--- src/rtl/adc_serial_port.sv ---
module adc_serial_port #(
  parameter int DATA_W      = 10,
  parameter int SUB_W       = 2,
  parameter int CONV_CYCLES = 250
) (
  input  logic                      clk,
  input  logic                      rst_n,
  input  logic                      cs_n,
  input  logic                      sclk,
  input  logic [DATA_W+SUB_W-1:0]   conv_word,
  output logic                      sdo,
  output logic                      sdo_oe,
  output logic                      chan_sel
);
  localparam int WORD_W    = DATA_W + SUB_W;
  localparam int FRAME_LEN = WORD_W + 4;
  localparam int POS_W     = $clog2(FRAME_LEN + 2);
  localparam int IDX_W     = $clog2(FRAME_LEN);
  localparam int CNT_W     = $clog2(CONV_CYCLES + 1);

  logic              active, sclk_q, int_mode, busy, chan_id;
  logic [POS_W-1:0]  pos;
  logic [CNT_W-1:0]  cnt;
  logic [WORD_W-1:0] word_q;

  wire cs_fall   = ~active & ~cs_n;
  wire cs_rise   = active & cs_n;
  wire sclk_fall = active & ~cs_n & sclk_q & ~sclk;

  wire [FRAME_LEN-1:0] frame    = {3'b111, chan_id, word_q};
  wire [POS_W-1:0]     idx_full = POS_W'(FRAME_LEN) - pos;
  wire                 in_frame = (pos != '0) && (pos <= POS_W'(FRAME_LEN));

  always_ff @(posedge clk or negedge rst_n) begin
    if (!rst_n) begin
      active   <= 1'b0;
      sclk_q   <= 1'b0;
      int_mode <= 1'b0;
      busy     <= 1'b0;
      chan_id  <= 1'b0;
      pos      <= '0;
      cnt      <= '0;
      word_q   <= '0;
    end else begin
      active <= ~cs_n;
      sclk_q <= sclk;
      if (cs_rise) begin
        chan_id <= ~chan_id;
        busy    <= 1'b0;
        pos     <= '0;
      end else if (cs_fall) begin
        int_mode <= sclk;
        busy     <= 1'b0;
        pos      <= sclk ? '0 : POS_W'(1);
      end else if (active) begin
        if (busy) begin
          if (cnt == '0) begin
            busy <= 1'b0;
            pos  <= POS_W'(1);
          end else begin
            cnt <= cnt - 1'b1;
          end
        end else if (sclk_fall) begin
          if (int_mode && pos == '0) begin
            busy   <= 1'b1;
            cnt    <= CNT_W'(CONV_CYCLES - 1);
            word_q <= conv_word;
          end else if (pos != '0) begin
            if (!int_mode && pos == POS_W'(2)) word_q <= conv_word;
            if (pos != POS_W'(FRAME_LEN + 1)) pos <= pos + 1'b1;
          end
        end
      end
    end
  end

  assign sdo      = active & in_frame & frame[idx_full[IDX_W-1:0]];
  assign sdo_oe   = active;
  assign chan_sel = chan_id;
endmodule


--- config.mk ---
export PLATFORM = sky130hd
export DESIGN_NAME = adc_serial_port
export DESIGN_NICKNAME = d
export VERILOG_FILES = /design/src/rtl/adc_serial_port.sv
export SDC_FILE = /design/constraint.sdc
export NUM_CORES = 1
export LEC_CHECK = 0
export BUFFER_PORTS_ARGS = -buffer_cell sky130_fd_sc_hd__buf_2
export CAP_MARGIN = 15
export CORE_ASPECT_RATIO = 1.1
export CORE_UTILIZATION = 50
export DETAILED_ROUTE_END_ITERATION = 8
export PLACE_DENSITY = 0.7
export SLEW_MARGIN = 0
export SYNTH_ARGS = -nofsm -noshare
export SYNTH_HDL_FRONTEND = slang
export SYNTH_SLANG_ARGS = --single-unit
--- constraint.sdc ---
create_clock -name clk -period 3 [get_ports clk]
set_input_delay 0.3 -clock clk [delete_from_list [all_inputs] [get_ports clk]]
set_output_delay 0.3 -clock clk [all_outputs]
set_load 0.03 [all_outputs]
==> flow_summary.ini <==
[clock_tree]
root_buffer = clkbuf_4
clkSinkCount = 30
tritoncts = done
cts_made_buffers = 5
clkTransAtPathRegs_ps = 100
cts_resized = 0
cts.htree.levels = 2
cts_hold_buffers = 0
post_cts_buffers = 0
clockBufferDepth = 2
clk_latency_ps = 340

[floorplanning]
num_io_pins = 19
rows = 22
core_mm2 = 0.00333
die_h_um = 64.0
dieArea_mm2 = 0.00374
die_w_um = 58.4
start_util_pct = 52.5

[critical_path]
critPathCaptureType = output port
path_cells = inv_1 > ha_1 > or3_1 > mux2_2 > o211ai_1 > a21oi_1 > buf_2
arrival_ps = 2300
required_ps = 2700
worstPathMaxFanout = 6
critPathKind = reg2out
cpPeakStageDelay_ps = 440
critPathBufInv = 2
cpMaxStageDelayCell = dfrtp_1
critPathTopFamily = flip-flops
start_kind = flip-flop

[layout]
nets = 193
post-route-util_pct = 58.2
stdcell_area_mm2 = 0.00194
areaGrowthSynthToFinish_pct = 11.0
final_cells = 219
most-common-layout-cells = dfrtp_1 (30), buf_2 (18), mux2_4 (10)
insertedDiodeCount = 0
drive_above_1_share_pct = 30.4
final_common_cell = dfrtp_1

[sta]
finalSetupViolCount = 0
finalCriticalPeriod_ps = 2600
clock_skew_ps = 13.8
slew_viol_final = 0
period_share_pct = 86.7
rsz0062_at_grt = no
hold_viol = 22
finalSetupTns_ps = 0
worstMarginPinSlew_ps = 655
max_slew_margin_pct = 56.4
hold_ws_ps = -25.4
max_freq_mhz = 384

[status]
violations = hold timing
status = complete, but fails checks

[logic_synthesis]
seq_area_frac_synth_pct = 42.9
ys_async_sr_fraction_pct = 100
ys_warn_count = 0
ys_top_cells_by_area = dfrtp_1 (43%), mux2_4 (8.6%), ha_1 (5.0%)
yosys.area.top_type = dfrtp_1
ys_ff_latch = 30
yosysUniqueCellTypes = 47
synth_top_area_share_pct = 42.9
synth_edf_count = 0
syn-cell-area_mm2 = 0.00175
synth-main-ff-cell = dfrtp_1
syn_nets = 172
syn_inst = 149
syn_area_per_cell_um2 = 11.7

[grt]
grt_pass1_wl_mm = 6.11
grt_start_max_net_pins = 31
grt-ovfl-total = 0
grt_antenna_before_repair = 0
track_usage_pct = 22.1
first_global_vias = 1285

[route]
postRouteAntennaNets = 0
vias = 1298
post-route-drc-count = 0
wl_mm = 3.54
wl_per_cell_um = 16.2
viasPerCell = 5.93
drt_iter0_markers = 66
drt_pre_antenna_iters = 4

[pwr]
power_density_mw_per_mm2 = 677
vdd_ir_drop_max_v = 0.000461
p_leak_nw = 0.889

[placed_design]
hpwl_mm = 2.64
io_buffer_count = 18
place_area_mm2 = 0.00188
gp_congestion = 0.793
placed_cells = 211

[hold_path]
min_path_type = in2async

[flow_run]
cap_viol_max_count = 0
-- power by group --
part           internal (mW)  total, mW  switching, mW
Combinational          0.234      0.418          0.183
Sequential             0.518      0.644          0.126
Clock                  0.113      0.251          0.138
Total                  0.866       1.31          0.447
-- layout make-up --
cell class | instances | area, µm²
Fill cell | 294 | 1390
Multi-Input combinational cell | 105 | 937
Sequential cell | 30 | 751
Timing Repair Buffer | 19 | 97.6
Tap cell | 48 | 60.1
Clock buffer | 7 | 55.1
Inverter | 9 | 33.8
Clock inverter | 1 | 5.00
-- per-stage QoR --
stage          power [mW]  setup WS [ps]  hold WS, ps
2_1_floorplan       0.954            415         4.41
3_3_place_gp         1.04            538          363
3_5_place_dp         1.07            433          371
4_1_cts              1.32            384         4.43
5_1_grt              1.40            275         25.0
6_report             1.31            398        -25.4
-- logic make-up after synthesis --
kind of cell	Yosys count	synth area share (%)
compound gates	32	15.2
mux	20	16.7
simple gates	43	15.1
xor+xnor	3	1.50
flops	30	42.9
fa+ha+maj	7	5.01
buf+inv	14	3.44
-- worst register-to-register path: stages, from the launching register on --
cell and delay [ps]:
dfrtp_1 440, inv_1 100, ha_1 220, and2_1 150, ha_1 220, nor4b_1 320, nand2_1 90, a211o_1 550
mux2_4 390
-- metal layers --
layer | track usage, % | part of all wire, %
met1 | 27.5 | 43
met4 | 7.44 | 2.6
met3 | 5.67 | 3.4
met5 | 0 | 0
met2 | 37.1 | 51
-- Yosys cell counts (all sizes together), types with 4 or more instances --
master and number:
nand3 4, nor4 5, dfrtp 30, nor3 4, a21oi 6, ha 7, nand2b 4, mux2 14
inv 9, clkbuf 4, nor2 5, nand2 7
-- worst paths after layout --
kind | slack [ps] | endpoint | from | cells after the start
setup / recovery | 400 | sdo | pos[1] | 7
setup reg to reg | 410 | word_q[5] | pos[1] | 8
hold reg to reg | 520 | word_q[3] | word_q[3] | 1
max in group asynchronous | 2580 | cnt[5] | rst_n | 1
hold / removal | -30 | cnt[4] | rst_n | 1
min in group clk | 110 | sclk_q | sclk | 1
-- registers in the layout, summed over array words and instances (netlist names) --
signal and count:
chan_sel 1, pos 5, sdo_oe 1, sclk_q 1
word_q 12, int_mode 1, cnt 8, busy 1
Note: power is estimated with default switching activity, not from simulation.
